===== src/rtl/dau_pkg.sv =====
package dau_pkg;
  localparam int DW = 8;
  localparam int NW = DW / 2;

  typedef struct packed {
    logic n;
    logic v;
    logic z;
    logic c;
  } dau_flags_t;
endpackage


===== src/rtl/dau_bin_core.sv =====
module dau_bin_core
  import dau_pkg::*;
(
  input  logic [DW-1:0] a,
  input  logic [DW-1:0] b,
  input  logic          cin,
  input  logic          sub,
  output logic [DW-1:0] y,
  output logic          v,
  output logic          c
);
  logic [DW-1:0] b_eff;
  logic [DW:0]   total;

  always_comb begin
    b_eff = sub ? ~b : b;
    total = {1'b0, a} + {1'b0, b_eff} + {{DW{1'b0}}, cin};
    y     = total[DW-1:0];
    c     = total[DW];
    v     = (a[DW-1] == b_eff[DW-1]) && (total[DW-1] != a[DW-1]);
  end
endmodule


===== src/rtl/dau_dec_add.sv =====
module dau_dec_add
  import dau_pkg::*;
(
  input  logic [DW-1:0] a,
  input  logic [DW-1:0] b,
  input  logic          cin,
  output logic [DW-1:0] y,
  output logic          v,
  output logic          c
);
  localparam logic [NW:0] LO_LIMIT = (NW+1)'(10);
  localparam logic [NW-1:0] LO_FIX = NW'(6);
  localparam logic [DW:0] HI_LIMIT = (DW+1)'(8'hA0);
  localparam logic [DW-1:0] HI_FIX = DW'(8'h60);

  logic [NW:0]   lo_sum;
  logic          lo_carry;
  logic [NW-1:0] lo_keep;
  logic [DW:0]   mid;
  logic          hi_fix;

  always_comb begin
    lo_sum   = {1'b0, a[NW-1:0]} + {1'b0, b[NW-1:0]} + {{NW{1'b0}}, cin};
    lo_carry = (lo_sum >= LO_LIMIT);
    lo_keep  = lo_carry ? (lo_sum[NW-1:0] + LO_FIX) : lo_sum[NW-1:0];
    mid      = {1'b0, a[DW-1:NW], lo_keep}
             + {1'b0, b[DW-1:NW], {NW{1'b0}}}
             + {{(DW-NW){1'b0}}, lo_carry, {NW{1'b0}}};
    v        = (a[DW-1] == b[DW-1]) && (mid[DW-1] != a[DW-1]);
    hi_fix   = (mid >= HI_LIMIT);
    y        = hi_fix ? (mid[DW-1:0] + HI_FIX) : mid[DW-1:0];
    c        = hi_fix;
  end
endmodule


===== src/rtl/dau_dec_sub.sv =====
module dau_dec_sub
  import dau_pkg::*;
(
  input  logic [DW-1:0] a,
  input  logic [DW-1:0] b,
  input  logic          cin,
  output logic [DW-1:0] y
);
  localparam logic [DW-1:0] HI_FIX = DW'(8'h60);
  localparam logic [DW-1:0] LO_FIX = DW'(6);

  logic [NW:0]   lo_dif;
  logic          lo_borrow;
  logic [DW:0]   mid;
  logic [DW-1:0] step1;

  always_comb begin
    lo_dif    = {1'b0, a[NW-1:0]} - {1'b0, b[NW-1:0]} - {{NW{1'b0}}, ~cin};
    lo_borrow = lo_dif[NW];
    mid       = {1'b0, a[DW-1:NW], lo_dif[NW-1:0]}
              - {1'b0, b[DW-1:NW], {NW{1'b0}}}
              - {{(DW-NW){1'b0}}, lo_borrow, {NW{1'b0}}};
    step1     = mid[DW] ? (mid[DW-1:0] - HI_FIX) : mid[DW-1:0];
    y         = lo_borrow ? (step1 - LO_FIX) : step1;
  end
endmodule


===== src/rtl/dau_out_stage.sv =====
module dau_out_stage
  import dau_pkg::*;
#(
  parameter bit REG_OUT = 1'b1
) (
  input  logic          clk,
  input  logic          rst_n,
  input  logic          d_vld,
  input  logic [DW-1:0] d_res,
  input  dau_flags_t    d_flg,
  output logic          q_vld,
  output logic [DW-1:0] q_res,
  output dau_flags_t    q_flg
);
  generate
    if (REG_OUT) begin : g_reg
      logic          vld_q, vld_d;
      logic [DW-1:0] res_q, res_d;
      dau_flags_t    flg_q, flg_d;

      always_comb begin
        vld_d = d_vld;
        res_d = res_q;
        flg_d = flg_q;
        if (d_vld) begin
          res_d = d_res;
          flg_d = d_flg;
        end
      end

      always_ff @(posedge clk or negedge rst_n) begin
        if (!rst_n) begin
          vld_q <= 1'b0;
          res_q <= '0;
          flg_q <= '0;
        end else begin
          vld_q <= vld_d;
          res_q <= res_d;
          flg_q <= flg_d;
        end
      end

      assign q_vld = vld_q;
      assign q_res = res_q;
      assign q_flg = flg_q;
    end else begin : g_comb
      assign q_vld = d_vld & rst_n;
      assign q_res = rst_n ? d_res : '0;
      assign q_flg = rst_n ? d_flg : '0;
    end
  endgenerate
endmodule


===== src/rtl/dec_arith_unit.sv =====
module dec_arith_unit
  import dau_pkg::*;
#(
  parameter bit REG_OUT = 1'b1
) (
  input  logic          clk,
  input  logic          rst_n,
  input  logic          in_vld,
  input  logic [DW-1:0] opa,
  input  logic [DW-1:0] opb,
  input  logic          cin,
  input  logic          dec_en,
  input  logic          do_sub,
  output logic          out_vld,
  output logic [DW-1:0] res,
  output logic          flag_n,
  output logic          flag_v,
  output logic          flag_z,
  output logic          flag_c
);
  logic [DW-1:0] bin_y, da_y, ds_y, sel_y;
  logic          bin_v, bin_c, da_v, da_c;
  dau_flags_t    sel_f, out_f;

  dau_bin_core u_bin (
    .a(opa), .b(opb), .cin(cin), .sub(do_sub),
    .y(bin_y), .v(bin_v), .c(bin_c)
  );

  dau_dec_add u_dadd (
    .a(opa), .b(opb), .cin(cin),
    .y(da_y), .v(da_v), .c(da_c)
  );

  dau_dec_sub u_dsub (
    .a(opa), .b(opb), .cin(cin),
    .y(ds_y)
  );

  always_comb begin
    if (!dec_en)     sel_y = bin_y;
    else if (do_sub) sel_y = ds_y;
    else             sel_y = da_y;
    sel_f.n = sel_y[DW-1];
    sel_f.z = ~|sel_y;
    sel_f.v = (dec_en && !do_sub) ? da_v : bin_v;
    sel_f.c = (dec_en && !do_sub) ? da_c : bin_c;
  end

  dau_out_stage #(.REG_OUT(REG_OUT)) u_out (
    .clk(clk), .rst_n(rst_n),
    .d_vld(in_vld), .d_res(sel_y), .d_flg(sel_f),
    .q_vld(out_vld), .q_res(res), .q_flg(out_f)
  );

  assign flag_n = out_f.n;
  assign flag_v = out_f.v;
  assign flag_z = out_f.z;
  assign flag_c = out_f.c;
endmodule


===== config.mk =====
export PLATFORM = sky130hd
export DESIGN_NAME = dec_arith_unit
export DESIGN_NICKNAME = d
export VERILOG_FILES = /design/src/rtl/dau_pkg.sv /design/src/rtl/dau_bin_core.sv /design/src/rtl/dau_dec_add.sv /design/src/rtl/dau_dec_sub.sv /design/src/rtl/dau_out_stage.sv /design/src/rtl/dec_arith_unit.sv
export SDC_FILE = /design/constraint.sdc
export NUM_CORES = 1
export LEC_CHECK = 0
export BUFFER_PORTS_ARGS = -buffer_cell sky130_fd_sc_hd__buf_2
export CAP_MARGIN = 20
export CORE_MARGIN = 2
export CORE_UTILIZATION = 58
export DETAILED_ROUTE_END_ITERATION = 6
export PLACE_DENSITY = 0.81
export RECOVER_POWER = 100
export SLEW_MARGIN = 40
export SYNTH_ARGS = -nofsm -noshare
export SYNTH_HDL_FRONTEND = slang
export SYNTH_SLANG_ARGS = --single-unit

===== constraint.sdc =====
create_clock -name clk -period 1.1 [get_ports clk]
set_clock_uncertainty 0.05 [all_clocks]
set_input_delay 0.11 -clock clk [delete_from_list [all_inputs] [get_ports clk]]
set_output_delay 0.11 -clock clk [all_outputs]
set_load 0.005 [all_outputs]

==> results of run 1 <==
[synthesized netlist by cell type, types with 2 or more instances]
cell | number | area, sq um
xnor2_1 | 14 | 123
clkbuf_1 | 5 | 18.8
mux2i_1 | 3 | 30.0
nor2_1 | 17 | 63.8
nor2b_1 | 7 | 43.8
nand2_1 | 9 | 33.8
ha_1 | 33 | 413
a211oi_1 | 2 | 15.0
and2_1 | 5 | 31.3
o211a_1 | 2 | 20.0
nor3_1 | 6 | 30.0
or2_2 | 2 | 12.5
dfrtp_1 | 12 | 300
o311ai_0 | 2 | 17.5
a31oi_1 | 6 | 37.5
or3_1 | 3 | 18.8
xor2_1 | 14 | 123
nand2b_1 | 5 | 31.3
nand3_1 | 5 | 25.0
o21a_1 | 6 | 45.0
a21oi_1 | 16 | 80.1
o211ai_1 | 2 | 15.0
mux2_2 | 4 | 45.0
a21o_1 | 3 | 22.5
nor4_1 | 2 | 12.5
o21ai_0 | 17 | 85.1
inv_1 | 39 | 146
fa_1 | 9 | 180
[kinds of logic after synthesis]
group | after synthesis | share of synthesized area
DFF | 12 | 0.133
xor gates and xnor gates | 28 | 0.109
and+or+nand+nor | 68 | 0.160
adders and majority gates | 42 | 0.262
buffers and inverters | 46 | 0.0781
muxes | 7 | 0.0332
AOI/OAI and AO/OA | 75 | 0.225
[repair_timing]
| item | CTS |
|---|---|
| pin swaps | 27 |
| hold buffers | 1 |
| setup buffers | 14 |
| endpoints found under the setup margin | 11 |
| hold endpoints to repair | 12 |
| resized for setup | 57 |
[metrics by stage]
step	std cells	hold WS, ns	utilization	setup TNS (ns)	worst slack, ns
floorplan	278	-0.236	-	-22.37	-3.04
detailed placement	450	-0.0468	0.874	-27.05	-3.40
CTS	467	0.193	0.970	-24.27	-3.09
global placement	450	-0.0588	0.874	-25.48	-3.14
==> results.sh, run 1 <==
export IMPL_synth_cell_types=56
export IMPL_place_area_sq_um=3250
export IMPL_cts_made_buffers=3
export IMPL_synth_area_sq_um=2260
export IMPL_clockBufferDepth=2
export IMPL_hpwl_um=5780
export IMPL_synth_nets=342
export IMPL_synth_seq_area_share=0.133
export IMPL_io_buffer_count=34
export IMPL_worst_ep_kind="register data pin"
export IMPL_synth_area_per_cell_sq_um=8.13
export IMPL_ys_warn_count=0
export IMPL_h_tree_depth=1
export IMPL_place_congestion=0.920
export IMPL_die_w_um=66.4
export IMPL_initial_utilization=0.608
export IMPL_synth_edf_count=0
export IMPL_grt_max_degree=19
export IMPL_root_buffer="clkbuf_8"
export IMPL_synth_cells=278
export IMPL_synthArstFlopShare=1.00
export IMPL_error="[ERROR DPL-0038] Utilization greater than 100%, impossible to legalize"
export IMPL_haltStage="global routing (5_1_grt)"
export IMPL_worst_endpoint="u_out.q_flg[1]$_DFFE_PN0P_/D"
export IMPL_clock_sinks=12
export IMPL_die_y_um=66.4
export IMPL_ys_ff_latch=12
export IMPL_ys_flop_type="dfrtp_1"
export IMPL_num_rows=22
export IMPL_outcome="did not finish"
export IMPL_design_portCount=35
==> run 2: changes to the inputs <==
--- a/config.mk
+++ b/config.mk
@@ -8,9 +8,9 @@
 export BUFFER_PORTS_ARGS = -buffer_cell sky130_fd_sc_hd__buf_2
 export CAP_MARGIN = 20
 export CORE_MARGIN = 2
-export CORE_UTILIZATION = 58
+export CORE_UTILIZATION = 40
 export DETAILED_ROUTE_END_ITERATION = 6
-export PLACE_DENSITY = 0.81
+export PLACE_DENSITY_LB_ADDON = 0.15
 export RECOVER_POWER = 100
 export SLEW_MARGIN = 40
 export SYNTH_ARGS = -nofsm -noshare
==> run 2 against run 1 <==
Net effect: the flow now finishes, with violations (setup timing); area after synthesis stayed put; synthesized cell count is the same.
==> results.sh, run 2 <==
export IMPL_layout_common_cells="114 x buf_4, 32 x inv_1, 26 x buf_2"
export IMPL_multi_input_area_sq_um=2150
export IMPL_timing_rr_end="u_out.q_flg[1]"
export IMPL_place_inst=483
export IMPL_p_int_uw=2690
export IMPL_ant_nets=0
export IMPL_critPathBufInv=5
export IMPL_num_rows=27
export IMPL_final_cell_area_sq_um=3990
export IMPL_met2_wirelength_um=3900
export IMPL_synth_seq_area_share=0.133
export IMPL_synth_cells=278
export IMPL_design_portCount=35
export IMPL_synth_cell_types=56
export IMPL_clk_pin_slew_ns=0.05
export IMPL_synth_top_cells_by_area="ha_1 18%, dfrtp_1 13%, fa_1 8.0%"
export IMPL_largest_reg_flops=7
export IMPL_slowest_stage="fa_2"
export IMPL_cp_endpoint="u_out.q_flg[1]"
export IMPL_stdcell_count=512
export IMPL_cts_made_buffers=3
export IMPL_vdd_drop_max_v=0.000633
export IMPL_track_usage=0.227
export IMPL_hpwl_um=5240
export IMPL_ys_ff_latch=12
export IMPL_synth_compound_area_frac=0.225
export IMPL_synth_xor_area_share=0.109
export IMPL_clk_latency_ns=0.23
export IMPL_topRoutingLayerUsed="met4"
export IMPL_critPathLaunch="opa[0]"
export IMPL_start_kind="input pin"
export IMPL_cp_end_kind="flop"
export IMPL_clockBufferDepth=2
export IMPL_synth_edf_count=0
export IMPL_die_y_um=79.2
export IMPL_crit_chain="buf_6 > inv_4 > fa_2 > fa_2 > or2_4 > a21oi_4 > or2_4 > nor2_2 > fa_2 > inv_2 > ha_4 > inv_2 > fa_2 > ha_4 > o22ai_4 > a211oi_2 > buf_4 > mux2i_1 > o21ai_1 > o211a_1 > a31o_1"
export IMPL_place_area_sq_um=3360
export IMPL_syn_to_final_growth_pct=76.6
export IMPL_grt_max_degree=19
export IMPL_drtPass1Iterations=4
export IMPL_worstSetupPathType="input pin to flop"
export IMPL_max_clock_freq_ghz=0.252
export IMPL_critical_path_top_delay_family="adder cells"
export IMPL_antenna_found_initial=0
export IMPL_mostFrequentLayoutCell="buf_4"
export IMPL_met3_wirelength_um=160
export IMPL_initial_utilization=0.413
export IMPL_drt_initial_drc_count=77
export IMPL_io_buffer_count=34
export IMPL_arrival_ns=4.05
export IMPL_die_w_um=79.2
export IMPL_dieArea_sq_um=6270
export IMPL_vias=2579
export IMPL_synth_area_leader_cell="ha_1"
export IMPL_wirelength_um=7020
export IMPL_reg2reg_from="u_out.q_flg[1]"
export IMPL_synthTopCellsByCount="39 x inv_1, 33 x ha_1, 17 x nor2_1, 17 x o21ai_0, 16 x a21oi_1"
export IMPL_rsz0062_at_grt="yes"
export IMPL_synthArstFlopShare=1.00
export IMPL_relSlewSlack=0.558
export IMPL_core_area_sq_um=5470
export IMPL_slowest_delay_ns=0.55
export IMPL_synth_simple_gate_area_share=0.160
export IMPL_synth_nets=342
export IMPL_slew_viol_final=0
export IMPL_ys_flop_type="dfrtp_1"
export IMPL_cp_max_fo=3
export IMPL_seqCellArea_sq_um=300
export IMPL_crit_required_ns=1.17
export IMPL_p_leak_uw=0.00193
export IMPL_synth_area_sq_um=2260
export IMPL_fin_crit_sh=3.61
export IMPL_failed_checks="setup timing"
export IMPL_hold_viol_final=0
export IMPL_whs_ns=0.221
export IMPL_grt_remaining_overflow=0
export IMPL_ys_warn_count=0
export IMPL_cts_tree="done"
export IMPL_cap_violations=0
export IMPL_synth_top_family_by_area="adder cells"
export IMPL_synth_most_common_cell="inv_1"
export IMPL_grt_pass1_vias=2650
export IMPL_rr_worst_depth=2
export IMPL_grt_pass1_wl_um=11400
export IMPL_drt_met1_wl_um=2830
export IMPL_layout_setup_ws_ns=-2.87
export IMPL_clockPowerShare=0.087
export IMPL_p_sw_frac=0.397
export IMPL_p_sw_uw=1770
export IMPL_fin_crit_ns=3.97
export IMPL_power_frac_seq=0.132
export IMPL_root_buffer="clkbuf_8"
export IMPL_drc_errors=0
export IMPL_clock_sinks=12
export IMPL_final_layout_size_suffix_gt1_frac=0.532
export IMPL_worst_hold_path_type="input pin to flop"
export IMPL_cp_common_cell="fa_2"
export IMPL_fin_nets=506
export IMPL_setup_violations_final=11
export IMPL_routedWlPerCell_um=13.7
export IMPL_nFillCells=415
export IMPL_h_tree_depth=1
export IMPL_pwr_share_comb=0.781
export IMPL_tightest_slew_ns=0.663
export IMPL_cp_depth=21
export IMPL_pwr_density_cell_nw_per_um2=1120
export IMPL_hp_start="in_vld"
export IMPL_place_congestion=0.878
export IMPL_synthAdderAreaFrac=0.262
export IMPL_r2r_slack_ns=0.26
export IMPL_outcome="finished, violations left"
export IMPL_antenna_cells=0
export IMPL_synthMuxAreaShare=0.0332
export IMPL_synth_area_per_cell_sq_um=8.13
export IMPL_synthDominantCellAreaShare=0.183
export IMPL_via_per_inst=5.04
run 2: cell counts after synthesis:
Identical to the previous run, type by type.
run 2: worst min-delay path by stage:
stage / endpoint / slack [ns] / depth (start not counted)
floorplan: u_out.q_flg[0] / -0.24 / 0
global placement: u_out.q_vld / -0.05 / 1
detailed placement: u_out.q_vld / -0.05 / 1
CTS: u_out.q_vld / 0.22 / 2
global route: u_out.q_vld / 0.22 / 2
finish: u_out.q_vld / 0.22 / 2
run 2: kinds of logic (layout without fill, tap and decap cells):
logic type,Yosys count,in the layout
AO/OA/AOI/OAI,75,75
AND/OR/NAND/NOR,68,68
buffers and inverters,46,208
XOR/XNOR,28,28
flip-flops,12,12
adder cells (fa/ha/maj),42,42
multiplexers,7,7
run 2: timing repair:
| item | 4_1_cts | 5_1_grt |
|---|---|---|
| hold buffers | 1 | 0 |
| endpoints found under the setup margin | 11 | 11 |
| setup buffers | 28 | 6 |
| gates resized for setup | 72 | 29 |
| hold endpoints to repair | 12 | 0 |
| pin swaps | 36 | 42 |
run 2: metal layers:
layer / up-vias / track usage
met5: - / 0
met4: 0 / 0.0345
met3: 12 / 0.0193
met2: 49 / 0.461
met1: 1215 / 0.257
li1: 1303 / -
run 2: layout make-up:
type                       instances  share of cell area
clock buffer                       3              0.0103
inverter                          39              0.0386
multi-input combinational        220               0.539
sequential                        12              0.0753
tap                               72              0.0226
timing repair buffer             166               0.314
run 2: stage by stage:
stage           util  setup TNS (ns)  power [uW]  setup slack (ns)
2_1_floorplan      -          -22.37        2110             -3.04
5_1_grt        0.729          -25.19        4800             -3.06
4_1_cts        0.714          -24.95        4250             -2.99
3_3_place_gp   0.613          -25.81        3290             -3.16
3_5_place_dp   0.613          -26.41        3340             -3.31
6_report       0.729          -23.71        4450             -2.87
run 2: power by group through the flow:
| stage | registers (uW) | clock network (uW) | logic [uW] |
|---|---|---|---|
| final | 588 | 388 | 3480 |
| after global routing | 601 | 416 | 3780 |
| after CTS | 586 | 394 | 3270 |
| after detailed placement | 590 | 0 | 2750 |
| after global placement | 587 | 0 | 2700 |
| after floorplan | 602 | 0 | 1510 |
Note: power is estimated with default switching activity, not from simulation.
==> run 3: changes to the inputs <==
==> constraint.sdc (replaced) <==
create_clock -name clk -period 3.9 [get_ports clk]
set_clock_uncertainty 0.05 [all_clocks]
set_input_delay 0.39 -clock clk [delete_from_list [all_inputs] [get_ports clk]]
set_output_delay 0.39 -clock clk [all_outputs]
set_load 0.005 [all_outputs]
==> run 3 against run 2 <==
Net effect: the flow still finishes with violations (setup timing); sequential share of layout area up 1.9 points; non-clock buffer count decreased by 74; hold slack improved by 0.19 ns; combinational power shrank 78%; die area did not move; power shrank 76%; flip-flop and latch count stayed put; largest cell class unchanged.
==> results.sh, run 3 (synthesized netlist as in run 2, its figures left out) <==
export IMPL_grt_pass1_wl_um=9800
export IMPL_dieArea_sq_um=6270
export IMPL_grt_remaining_overflow=0
export IMPL_cap_violations=0
export IMPL_mostFrequentLayoutCell="buf_4"
export IMPL_outcome="finished, violations left"
export IMPL_die_y_um=79.2
export IMPL_pwr_share_comb=0.741
export IMPL_die_w_um=79.2
export IMPL_relSlewSlack=0.532
export IMPL_via_per_inst=5.20
export IMPL_clockPowerShare=0.102
export IMPL_tightest_slew_ns=0.695
export IMPL_cts_tree="done"
export IMPL_worstSetupPathType="input pin to flop"
export IMPL_clk_pin_slew_ns=0.05
export IMPL_num_rows=27
export IMPL_nFillCells=537
export IMPL_rsz0062_at_grt="yes"
export IMPL_clock_sinks=12
export IMPL_fin_crit_sh=1.09
export IMPL_clockBufferDepth=2
export IMPL_io_buffer_count=34
export IMPL_final_layout_size_suffix_gt1_frac=0.355
export IMPL_cp_end_kind="flop"
export IMPL_initial_utilization=0.413
export IMPL_antenna_cells=0
export IMPL_antenna_found_initial=0
export IMPL_reg2reg_from="u_out.q_flg[1]"
export IMPL_hp_start="in_vld"
export IMPL_drt_initial_drc_count=78
export IMPL_drc_errors=0
export IMPL_grt_max_degree=20
export IMPL_worst_hold_path_type="input pin to flop"
export IMPL_vdd_drop_max_v=0.000149
export IMPL_p_int_uw=615
export IMPL_p_sw_frac=0.415
export IMPL_syn_to_final_growth_pct=41.6
export IMPL_final_cell_area_sq_um=3200
export IMPL_seqCellArea_sq_um=300
export IMPL_hpwl_um=4770
export IMPL_design_portCount=35
export IMPL_fin_nets=432
export IMPL_place_congestion=0.857
export IMPL_multi_input_area_sq_um=2000
export IMPL_arrival_ns=4.34
export IMPL_layout_setup_ws_ns=-0.364
export IMPL_max_clock_freq_ghz=0.235
export IMPL_clk_latency_ns=0.24
export IMPL_fin_crit_ns=4.26
export IMPL_ant_nets=0
export IMPL_layout_common_cells="54 x buf_4, 34 x inv_1, 30 x ha_1"
export IMPL_largest_reg_flops=7
export IMPL_cp_max_fo=3
export IMPL_hold_viol_final=0
export IMPL_core_area_sq_um=5470
export IMPL_cts_made_buffers=3
export IMPL_grt_pass1_vias=2195
export IMPL_crit_required_ns=3.98
export IMPL_place_area_sq_um=2870
export IMPL_drtPass1Iterations=5
export IMPL_failed_checks="setup timing"
export IMPL_setup_violations_final=5
export IMPL_critPathLaunch="opb[0]"
export IMPL_preCtsSetupSlack_ns=-0.818
export IMPL_p_sw_uw=436
export IMPL_track_usage=0.195
export IMPL_p_leak_uw=0.00151
export IMPL_start_kind="input pin"
export IMPL_wirelength_um=6100
export IMPL_h_tree_depth=1
export IMPL_root_buffer="clkbuf_8"
export IMPL_vias=2277
export IMPL_pwr_density_cell_nw_per_um2=329
export IMPL_routedWlPerCell_um=13.9
export IMPL_power_frac_seq=0.156
export IMPL_slew_viol_final=0
[run 3: cell types whose count changed in the layout (fill, tap and decap cells not counted), moves of 5 or more]
cell / previous run / this run
o21ai_0: 7 / 13
ha_1: 25 / 30
a21oi_1: 8 / 14
buf_4: 114 / 54
a21oi_2: 7 / 2
buf_6: 18 / 2
[run 3: per-layer routing]
metal | vias to the layer above | GRT usage | share of wire
li1 | 1151 | - | -
met1 | 1065 | 0.241 | 0.43
met2 | 45 | 0.358 | 0.52
met3 | 16 | 0.0216 | 0.024
met4 | 0 | 0.0552 | 0.027
met5 | - | 0 | 0
[run 3: worst max-delay path, cell delays in order]
cell      delay, ns
buf_8          0.08
inv_4          0.03
fa_2           0.39
fa_2           0.39
xnor2_2        0.20
nand3b_1       0.12
a22oi_2        0.20
nor2_2         0.08
fa_2           0.34
inv_2          0.07
ha_4           0.13
inv_2          0.03
fa_2           0.57
buf_6          0.12
nand3_4        0.07
nor3_4         0.21
o311ai_4       0.14
buf_4          0.16
a211oi_2       0.14
o21ai_1        0.09
o211a_1        0.16
a31o_1         0.21
[run 3: power groups by stage]
stage | registers [uW] | logic [uW] | clock network [uW]
floorplan | 170 | 425 | 0
global placement | 165 | 656 | 0
detailed placement | 166 | 665 | 0
CTS | 164 | 718 | 111
global route | 169 | 864 | 119
finish | 164 | 780 | 108
[run 3: layout make-up]
cell class / instances / area share
Clock buffer: 3 / 0.0129
Inverter: 39 / 0.0473
Multi-Input combinational cell: 220 / 0.626
Sequential cell: 12 / 0.0939
Tap cell: 72 / 0.0282
Timing Repair Buffer: 92 / 0.192
[run 3: final timing paths]
check / end / slack (ns) / depth (start not counted)
worst min-delay path: u_out.q_vld / 0.41 / 1
min in group asynchronous: u_out.q_flg[3] / 0.63 / 2
worst max-delay path: u_out.q_flg[1] / -0.36 / 22
worst max register to register: u_out.q_flg[1] / 3.06 / 2
worst min register to register: u_out.q_res[1] / 0.44 / 1
max in group asynchronous: u_out.q_res[2] / 2.76 / 2
[run 3: through the flow]
step	TNS, ns	hold slack [ns]	std cells	power, uW	util
2_1_floorplan	-1.82	0.0444	278	594	-
3_3_place_gp	-2.90	0.229	421	822	0.525
3_5_place_dp	-3.38	0.227	421	831	0.525
4_1_cts	-1.90	0.409	432	994	0.559
5_1_grt	-2.39	0.426	438	1150	0.585
6_report	-1.37	0.410	438	1050	0.585
[run 3: timing repair]
item / in CTS / in global routing
endpoints found under the hold margin: 12 / 0
pin swaps: 20 / 19
hold buffers: 1 / 0
setup buffers: 7 / 6
resized for setup: 23 / 20
setup endpoints to repair: 5 / 5
==> run 4: changes to the inputs <==
==> constraint.sdc (replaced) <==
create_clock -name clk -period 4.8 [get_ports clk]
set_clock_uncertainty 0.05 [all_clocks]
set_input_delay 0.48 -clock clk [delete_from_list [all_inputs] [get_ports clk]]
set_output_delay 0.48 -clock clk [all_outputs]
set_load 0.005 [all_outputs]
==> run 4 against run 3 <==
Net effect: the run now ends clean; wire length down 6.9%; critical path depth down 1; highest routed layer unchanged; design area fell by 11%; final cell count is 7.8% lower; power decreased by 28%; critical endpoint unchanged; flip-flop and latch count did not move; worst setup slack improved by 0.57 ns; core utilization fell by 6.5 points; largest cell class unchanged; sequential share of layout area rose by 1.2 points; sequential power decreased by 18%; clock power is 19% lower.
==> results.sh, run 4 (synthesized netlist as in run 2, its figures left out) <==
export IMPL_grt_remaining_overflow=0
export IMPL_setup_violations_final=0
export IMPL_place_congestion=0.897
export IMPL_fin_crit_sh=0.956
export IMPL_antenna_found_initial=0
export IMPL_p_sw_uw=320
export IMPL_core_area_sq_um=5470
export IMPL_die_y_um=79.2
export IMPL_nFillCells=555
export IMPL_clockPowerShare=0.115
export IMPL_mostFrequentLayoutCell="inv_1"
export IMPL_relSlewSlack=0.450
export IMPL_vias=2093
export IMPL_clock_sinks=12
export IMPL_grt_pass1_vias=2099
export IMPL_clockBufferDepth=2
export IMPL_track_usage=0.190
export IMPL_totalNegativeSetupSlack_ns=0
export IMPL_hpwl_um=4590
export IMPL_routedWlPerCell_um=14.0
export IMPL_die_w_um=79.2
export IMPL_grt_max_degree=20
export IMPL_ant_nets=0
export IMPL_antenna_cells=0
export IMPL_hold_viol_final=0
export IMPL_final_layout_size_suffix_gt1_frac=0.256
export IMPL_drt_initial_drc_count=85
export IMPL_layout_common_cells="37 x inv_1, 30 x ha_1, 27 x buf_2"
export IMPL_start_kind="input pin"
export IMPL_p_int_uw=438
export IMPL_h_tree_depth=1
export IMPL_cts_tree="done"
export IMPL_cp_max_fo=4
export IMPL_design_portCount=35
export IMPL_outcome="completed"
export IMPL_cap_violations=0
export IMPL_drc_errors=0
export IMPL_max_clock_freq_ghz=0.218
export IMPL_grt_pass1_wl_um=9720
export IMPL_slew_viol_final=0
export IMPL_io_buffer_count=34
export IMPL_cts_made_buffers=3
export IMPL_worstSetupPathType="input pin to flop"
export IMPL_arrival_ns=4.72
export IMPL_syn_to_final_growth_pct=25.9
export IMPL_fin_util=0.520
export IMPL_via_per_inst=5.18
export IMPL_p_leak_uw=0.00133
export IMPL_power_frac_seq=0.177
export IMPL_clk_latency_ns=0.24
export IMPL_pwr_density_cell_nw_per_um2=267
export IMPL_p_sw_frac=0.422
export IMPL_num_rows=27
export IMPL_largest_reg_flops=7
export IMPL_tightest_slew_ns=0.825
export IMPL_postCtsHoldBufs=0
export IMPL_drtPass1Iterations=4
export IMPL_cp_end_kind="flop"
export IMPL_worst_hold_path_type="input pin to asynchronous set/reset pin"
export IMPL_crit_required_ns=4.93
export IMPL_dieArea_sq_um=6270
export IMPL_pwr_share_comb=0.707
export IMPL_root_buffer="clkbuf_8"
export IMPL_vdd_drop_max_v=0.000133
export IMPL_initial_utilization=0.413
export IMPL_fin_nets=398
export IMPL_clk_pin_slew_ns=0.05
export IMPL_wirelength_um=5670
export IMPL_fin_crit_ns=4.59
## run 4: cell types whose count changed in the layout (fill, tap and decap cells not counted), sizes merged
cell         before  now
buf              84   52
clkbuf           10    9
dlygate4sd3       1    0
## run 4: cell type report
type | count | area (sq um) | share of cell area
multi-input cells | 220 | 1920 | 0.677
repair buffers | 58 | 342 | 0.120
flip-flops and latches | 12 | 300 | 0.106
inverters | 39 | 146 | 0.0515
well taps | 72 | 90.1 | 0.0317
clock buffers | 3 | 41.3 | 0.0145
## run 4: what timing repair did
item | in CTS | in global routing
pin swaps | 1 | 16
buffers inserted | 0 | 3
setup endpoints to repair | 1 | 5
gates resized for setup | 3 | 26
## run 4: per-layer routing
metal	up-vias	track usage	routed length, um
met2	32	0.341	2890
li1	1087	-	-
met5	-	0	0
met4	0	0.0155	33
met1	970	0.255	2620
met3	4	0.0216	137
## run 4: power by group through the flow
stage          logic, uW  registers [uW]  clock network, uW
2_1_floorplan        330             138                  0
3_3_place_gp         484             135                  0
3_5_place_dp         487             135                  0
4_1_cts              492             134               90.5
5_1_grt              607             137               98.1
6_report             537             134               87.4
## run 4: worst max-delay path, stage by stage
cell and delay, ns:
buf_2 0.09, inv_2 0.04, fa_2 0.40, fa_2 0.43, xnor2_2 0.22, nand3b_1 0.11, a22oi_2 0.23, nor2_2 0.08
fa_2 0.35, inv_2 0.08, ha_4 0.12, inv_1 0.05, fa_1 0.58, buf_4 0.15, nand3_1 0.08, nor3_1 0.17
o311ai_2 0.20, a2111oi_4 0.32, nor4b_4 0.09, nor4_2 0.27, a31o_1 0.17
## run 4: through the flow
step,instance area [sq um],setup slack (ns),total power [uW],std cells,hold slack (ns)
2_1_floorplan,2260,0.0328,468,278,0.134
3_3_place_gp,2650,-0.0960,619,398,0.320
3_5_place_dp,2650,-0.272,622,398,0.317
4_1_cts,2700,0.00349,717,401,0.0657
5_1_grt,2840,-0.0622,842,404,0.235
6_report,2840,0.211,759,404,0.194
## run 4: worst paths after layout
check	start	to	slack [ns]	cells after the start
worst min register to register	u_out.q_res[1]	u_out.q_res[1]	0.44	1
min in group clk	u_out.q_res[1]	u_out.q_res[1]	0.44	1
worst max register to register	u_out.q_flg[1]	u_out.q_flg[1]	3.94	2
max in group asynchronous	rst_n	u_out.q_res[0]	4.08	1
worst min-delay path	rst_n	u_out.q_flg[3]	0.19	1
worst max-delay path	opb[0]	u_out.q_flg[1]	0.21	21
